===== src/rtl/vec_chain_pkg.sv =====
package vec_chain_pkg;
  localparam int MAX_ELEMS = 64;
  localparam int IDX_W = $clog2(MAX_ELEMS);
  localparam int LEN_W = $clog2(MAX_ELEMS + 1);

  typedef struct packed {
    logic             launch;
    logic             prodFire;
    logic [IDX_W-1:0] prodIdx;
    logic             consFire;
    logic [IDX_W-1:0] consIdx;
  } vc_strobe_t;
endpackage


===== src/rtl/vec_chain_ctrl.sv =====
module vec_chain_ctrl
  import vec_chain_pkg::*;
(
  input  logic             clk,
  input  logic             rst_n,
  input  logic             start,
  input  logic [LEN_W-1:0] vecLen,
  input  logic             srcValid,
  input  logic             markHit,
  output vc_strobe_t       strobe,
  output logic             done
);
  localparam logic [LEN_W-1:0] FULL_LEN = LEN_W'(MAX_ELEMS);

  logic             busy, prodAll, consAll, doneR;
  logic [LEN_W-1:0] lenReg, effLen;
  logic [IDX_W-1:0] prodIdx, consIdx;
  logic             startOk, prodFire, consFire;

  assign effLen   = (vecLen == '0 || vecLen > FULL_LEN) ? FULL_LEN : vecLen;
  assign startOk  = start && !busy;
  assign prodFire = busy && !prodAll && srcValid;
  assign consFire = busy && !consAll && markHit;

  always_comb begin
    strobe.launch   = startOk;
    strobe.prodFire = prodFire;
    strobe.prodIdx  = prodIdx;
    strobe.consFire = consFire;
    strobe.consIdx  = consIdx;
  end
  assign done = doneR;

  always_ff @(posedge clk) begin
    if (!rst_n) begin
      busy <= 1'b0; prodAll <= 1'b0; consAll <= 1'b0; doneR <= 1'b0;
      lenReg <= '0; prodIdx <= '0; consIdx <= '0;
    end else if (startOk) begin
      busy <= 1'b1; prodAll <= 1'b0; consAll <= 1'b0; doneR <= 1'b0;
      lenReg <= effLen; prodIdx <= '0; consIdx <= '0;
    end else begin
      if (prodFire) begin
        if (LEN_W'(prodIdx) == lenReg - LEN_W'(1)) prodAll <= 1'b1;
        else prodIdx <= prodIdx + IDX_W'(1);
      end
      if (consFire) begin
        if (LEN_W'(consIdx) == lenReg - LEN_W'(1)) consAll <= 1'b1;
        else consIdx <= consIdx + IDX_W'(1);
      end
      doneR <= busy && consAll;
      if (busy && consAll) busy <= 1'b0;
    end
  end

  // a stalled source leaves the producer index where it was
  a_r9_stall_hold: assert property (@(posedge clk) disable iff (!rst_n)
    (busy && !srcValid && !startOk) |=> $stable(prodIdx));
  // done never lasts two cycles
  a_r6_done_pulse: assert property (@(posedge clk) disable iff (!rst_n)
    doneR |=> !doneR);
  // a start during a run leaves the length alone
  a_r7_busy_start: assert property (@(posedge clk) disable iff (!rst_n)
    (start && busy) |=> $stable(lenReg));
endmodule


===== src/rtl/vec_chain_dp.sv =====
module vec_chain_dp
  import vec_chain_pkg::*;
#(
  parameter int DATA_W  = 16,
  parameter int ADD_LAT = 4,
  localparam int SH_W   = $clog2(DATA_W),
  localparam int STG    = ADD_LAT - 1
) (
  input  logic              clk,
  input  logic              rst_n,
  input  vc_strobe_t        strobe,
  input  logic [SH_W-1:0]   shiftAmt,
  input  logic [DATA_W-1:0] aElem,
  input  logic [DATA_W-1:0] bElem,
  output logic              markHit,
  output logic              outValid,
  output logic [IDX_W-1:0]  outIdx,
  output logic [DATA_W-1:0] outElem
);
  logic                 pValid [STG];
  logic [IDX_W-1:0]     pIdx   [STG];
  logic [DATA_W-1:0]    pData  [STG];
  logic [DATA_W-1:0]    midReg [MAX_ELEMS];
  logic [MAX_ELEMS-1:0] marks;
  logic [SH_W-1:0]      shReg;

  assign markHit = marks[strobe.consIdx];

  // adder pipeline; the write into midReg is its last stage
  always_ff @(posedge clk) begin
    if (!rst_n) begin
      for (int k = 0; k < STG; k++) pValid[k] <= 1'b0;
    end else begin
      pValid[0] <= strobe.prodFire;
      for (int k = 1; k < STG; k++) pValid[k] <= pValid[k-1];
    end
  end

  always_ff @(posedge clk) begin
    pIdx[0]  <= strobe.prodIdx;
    pData[0] <= aElem + bElem;
    for (int k = 1; k < STG; k++) begin
      pIdx[k]  <= pIdx[k-1];
      pData[k] <= pData[k-1];
    end
    if (pValid[STG-1]) midReg[pIdx[STG-1]] <= pData[STG-1];
  end

  always_ff @(posedge clk) begin
    if (!rst_n) begin
      marks <= '0;
      shReg <= '0;
    end else if (strobe.launch) begin
      marks <= '0;
      shReg <= shiftAmt;
    end else if (pValid[STG-1]) begin
      marks[pIdx[STG-1]] <= 1'b1;
    end
  end

  // shift unit, one stage
  always_ff @(posedge clk) begin
    if (!rst_n) begin
      outValid <= 1'b0;
      outIdx   <= '0;
      outElem  <= '0;
    end else begin
      outValid <= strobe.consFire;
      if (strobe.consFire) begin
        outIdx  <= strobe.consIdx;
        outElem <= midReg[strobe.consIdx] >> shReg;
      end
    end
  end

  // the shifter only reads a marked element
  a_r5_chain_gate: assert property (@(posedge clk) disable iff (!rst_n)
    strobe.consFire |-> marks[strobe.consIdx]);
  // launch leaves every mark clear
  a_r3_marks_clear: assert property (@(posedge clk) disable iff (!rst_n)
    strobe.launch |=> (marks == '0));
  // a written element is marked at the next edge
  a_r3_mark_set: assert property (@(posedge clk) disable iff (!rst_n)
    (pValid[STG-1] && !strobe.launch) |=> marks[$past(pIdx[STG-1])]);
endmodule


===== src/rtl/vec_chain_unit.sv =====
module vec_chain_unit
  import vec_chain_pkg::*;
#(
  parameter int DATA_W  = 16,
  parameter int ADD_LAT = 4,
  localparam int SH_W   = $clog2(DATA_W)
) (
  input  logic              clk,
  input  logic              rst_n,
  input  logic              start,
  input  logic [LEN_W-1:0]  vecLen,
  input  logic [SH_W-1:0]   shiftAmt,
  input  logic              srcValid,
  input  logic [DATA_W-1:0] aElem,
  input  logic [DATA_W-1:0] bElem,
  output logic [IDX_W-1:0]  readIdx,
  output logic              outValid,
  output logic [IDX_W-1:0]  outIdx,
  output logic [DATA_W-1:0] outElem,
  output logic              done
);
  vc_strobe_t strobe;
  logic       markHit;

  vec_chain_ctrl u_ctrl (
    .clk(clk), .rst_n(rst_n), .start(start), .vecLen(vecLen),
    .srcValid(srcValid), .markHit(markHit), .strobe(strobe), .done(done)
  );

  vec_chain_dp #(.DATA_W(DATA_W), .ADD_LAT(ADD_LAT)) u_dp (
    .clk(clk), .rst_n(rst_n), .strobe(strobe), .shiftAmt(shiftAmt),
    .aElem(aElem), .bElem(bElem), .markHit(markHit),
    .outValid(outValid), .outIdx(outIdx), .outElem(outElem)
  );

  assign readIdx = strobe.prodIdx;

  // done follows directly on the last result
  a_r6_done_after_out: assert property (@(posedge clk) disable iff (!rst_n)
    done |-> $past(outValid));
endmodule


===== config.mk =====
export PLATFORM = sky130hd
export DESIGN_NAME = vec_chain_unit
export DESIGN_NICKNAME = d
export VERILOG_FILES = /design/src/rtl/vec_chain_pkg.sv /design/src/rtl/vec_chain_ctrl.sv /design/src/rtl/vec_chain_dp.sv /design/src/rtl/vec_chain_unit.sv
export SDC_FILE = /design/constraint.sdc
export NUM_CORES = 1
export LEC_CHECK = 0
export CAP_MARGIN = 40
export CORE_ASPECT_RATIO = 0.9
export CORE_MARGIN = 5
export CORE_UTILIZATION = 51
export CTS_CLUSTER_DIAMETER = 200
export DETAILED_ROUTE_END_ITERATION = 10
export PLACE_DENSITY = 0.67
export SKIP_CTS_REPAIR_TIMING = 1
export SLEW_MARGIN = 20
export SYNTH_ARGS = -nofsm -noshare
export SYNTH_HDL_FRONTEND = slang
export SYNTH_HIERARCHICAL = 1
export SYNTH_SLANG_ARGS = --single-unit

===== constraint.sdc =====
create_clock -name clk -period 5.1 [get_ports clk]
set_input_delay 0.51 -clock clk [delete_from_list [all_inputs] [get_ports clk]]
set_output_delay 0.51 -clock clk [all_outputs]
set_load 0.01 [all_outputs]

==> impl_metrics.tcl <==
set metrics [dict create \
    final_util_pct 59.1 \
    gr-usage-all-layers_pct 24.3 \
    cp_num_buf_inv 1 \
    skew_ns 0.0369 \
    vias 25647 \
    synth_edf_count 1024 \
    fin_nets 2832 \
    min_path_type "register to register" \
    cp_top_family "compound AO/OA/AOI/OAI gates" \
    synth_nets 2645 \
    grt_pass1_wl_microns 175000 \
    busiest_layer "met2" \
    whs_ns 0.323 \
    synth_cells 2579 \
    clk_path_buf_depth 3 \
    fill_cells 6628 \
    status "completed" \
    synth_seq_cells 1207 \
    path_cells "buf_4 -> mux4_2 -> a22o_1 -> a221oi_1 -> a311oi_1 -> nor4_1 -> a211oi_1 -> a211oi_1 -> o221ai_1" \
    root_buffer "clkbuf_16" \
    slew-limit-headroom_pct 35.4 \
    vdd_drop_max_mv 0.284 \
    drt_iter0_markers 3392 \
    path_max_fanout 47 \
    max_freq_ghz 0.241 \
    yosys_most_used_dff "edfxtp_1" \
    p_leak_nw 17.0 \
    placedCellCount 3878 \
    ys_seq_area_share_pct 72.8 \
    coreArea_sq_um 91600 \
    yosysWarnings 6 \
    vias_per_cell 6.26 \
    regToRegEndpoint "u_dp/outElem[0]$_SDFFE_PN0P_" \
    tightest_slew_ns 0.969 \
    crit_type "register to register" \
    r2r-start "u_ctrl/consIdx[1]$_SDFFE_PP0P_" \
    drt_wl_total_microns 121000 \
    met3_usage_pct 4.24 \
    rsz0062_at_grt "false" \
    rows 105 \
    crit_required_ns 5.65 \
    syn-mean-instance-area_sq_um 18.3 \
    first_pass_iters 5 \
    cts_buffers 115 \
    drive_gt1_share_pct 20.9 \
    crit_slowest_cell "dfxtp_4" \
    dpl-instance-area_sq_um 50100 \
    synth_top_cell_by_area "edfxtp_1" \
    n_antenna_cell 0 \
    netlist.area_leader.share_pct 65.1 \
    critPathLaunchType "register" \
    ant_nets 0 \
    insertion_delay_ns 0.70 \
    post_layout_nonfiller_instances 4096 \
    clk_pin_slew_ns 0.06 \
    cp-end-kind "register" \
    design_area_sq_um 54100 \
    synth.area.top_cells "edfxtp_1, mux4_2, dfxtp_1" \
    reg2reg_slack_ns 0.96 \
    drv_slew 0 \
    die_area_sq_um 98800 \
    p_per_area_nw_per_um2 389 \
    max_stage_delay_ns 0.81 \
    cts_sinks 1207 \
    use_met1_pct 35.3 \
    area_delta_synth_final_pct 14.5 \
    fin_tns_setup_ns 0 \
    synth_area_sq_um 47200 \
    grt_max_degree 65 \
    hold-path-cell-count 0 \
    reg2reg_depth 9 \
    post-route-period-util_pct 81.2 \
    cap_violations 0 \
    grt_pass1_vias 25229 \
    ioPinCount 77 \
    setup_viol 0 \
    min_to "u_dp/pIdx[0][6]$_DFF_P_" \
    ys_types 88 \
    post-route-min-period_ns 4.14 \
    die-width_microns 331 \
    drc 0 \
    place_congestion 0.902 \
    crit_top_cell "a211oi_1" \
    grtUsageMet2_pct 38.9 \
    worstPathArrival_ns 4.69 \
    hpwl_microns 74800 \
    die_h_microns 299 \
    portBuffers 76 \
    antenna_found_initial 6 \
    cts_tree "built" \
    overflow 0 \
    htree_levels 3 \
    min_from "u_dp/pIdx[0][0]$_DFF_P_" \
    finalHoldViolCount 0 \
    wl_per_cell_microns 29.5 \
    ys_async_sr_fraction_pct 0 \
    start_util_pct 51.6 \
]
[cell usage in the layout, fill, tap and decap left out, types with 19 or more instances in the layout]
cell type,instances
o22ai_1,50
nor2_1,72
bufinv_16,19
clkinv_2,19
and3_1,19
clkbuf_16,118
a22oi_1,58
mux4_2,198
clkbuf_1,24
mux2i_1,204
nand2_1,75
a21oi_1,38
buf_4,124
nand3_1,45
nor2b_1,29
nor2_2,20
o21a_1,68
edfxtp_1,1024
clkinv_1,23
xnor2_1,20
o21ai_0,27
dfxtp_1,162
clkdlybuf4s50_1,76
inv_1,22
[flip-flops by register name, indices dropped and copies added, names as in the netlist]
name            flops
u_dp/midReg      1024
u_dp/marks         64
u_dp/pData         48
u_dp/pIdx          18
u_dp/outElem       16
u_ctrl/lenReg       7
u_ctrl/consIdx      6
u_ctrl/prodIdx      6
u_dp/outIdx         6
u_dp/shReg          4
u_dp/pValid         3
u_ctrl/busy         1
u_ctrl/consAll      1
u_ctrl/done         1
u_ctrl/prodAll      1
u_dp/outValid       1
[logic make-up after synthesis]
logic type,Yosys count,synth area share (%)
AO/OA/AOI/OAI,347,5.21
flip-flops,1207,72.8
XOR/XNOR,28,0.580
adder cells (fa/ha/maj),19,0.519
buffers and inverters,169,1.97
multiplexers,423,14.6
AND/OR/NAND/NOR,386,4.30
[cell type report]
class / count / area, sq um / share of cell area, %
multi-input combinational: 1203 / 12000 / 22.3
inverter: 26 / 97.6 / 0.180
timing repair buffer: 213 / 1980 / 3.66
sequential: 1207 / 34500 / 63.7
clock inverter: 67 / 836 / 1.54
tap: 1230 / 1540 / 2.84
clock buffer: 150 / 3150 / 5.83
[worst max path at each step]
stage | cells past startpoint | end | from
CTS | 9 | u_dp/outElem[3]$_SDFFE_PN0P_ | u_ctrl/consIdx[0]$_SDFFE_PP0P_
floorplan | 21 | u_dp/outElem[1]$_SDFFE_PN0P_ | u_ctrl/consIdx[0]$_SDFFE_PP0P_
global placement | 9 | u_dp/outElem[3]$_SDFFE_PN0P_ | u_ctrl/consIdx[0]$_SDFFE_PP0P_
global route | 10 | u_dp/outElem[0]$_SDFFE_PN0P_ | u_ctrl/consIdx[0]$_SDFFE_PP0P_
detailed placement | 9 | u_dp/outElem[3]$_SDFFE_PN0P_ | u_ctrl/consIdx[0]$_SDFFE_PP0P_
finish | 9 | u_dp/outElem[0]$_SDFFE_PN0P_ | u_ctrl/consIdx[1]$_SDFFE_PP0P_
[report_power, final]
part | internal [mW] | total (mW) | switching, mW
sequential | 11.2 | 11.3 | 0.109
clock | 5.31 | 8.89 | 3.58
combinational | 0.177 | 0.833 | 0.656
[per-stage QoR]
| step | worst slack, ns | power, mW |
|---|---|---|
| after floorplan | 0.406 | 11.9 |
| after global placement | 0.797 | 12.3 |
| after detailed placement | 0.780 | 12.4 |
| after CTS | 0.736 | 21.2 |
| after global routing | 0.833 | 21.7 |
| final | 0.958 | 21.0 |
[synth_stat cells (all sizes together), types with 45 or more instances]
cell,number
mux4,208
dfxtp,183
a22oi,58
edfxtp,1024
nor2,97
mux2i,204
nand3,45
buf,95
clkbuf,47
nand2,75
o22ai,50
o21a,68
[layer usage]
metal,share of wire (%),up-vias
li1,-,10808
met1,41,13361
met2,48,1274
met3,9.1,202
met4,2.7,2
met5,0.011,-
(Power assumes the default switching activity.)
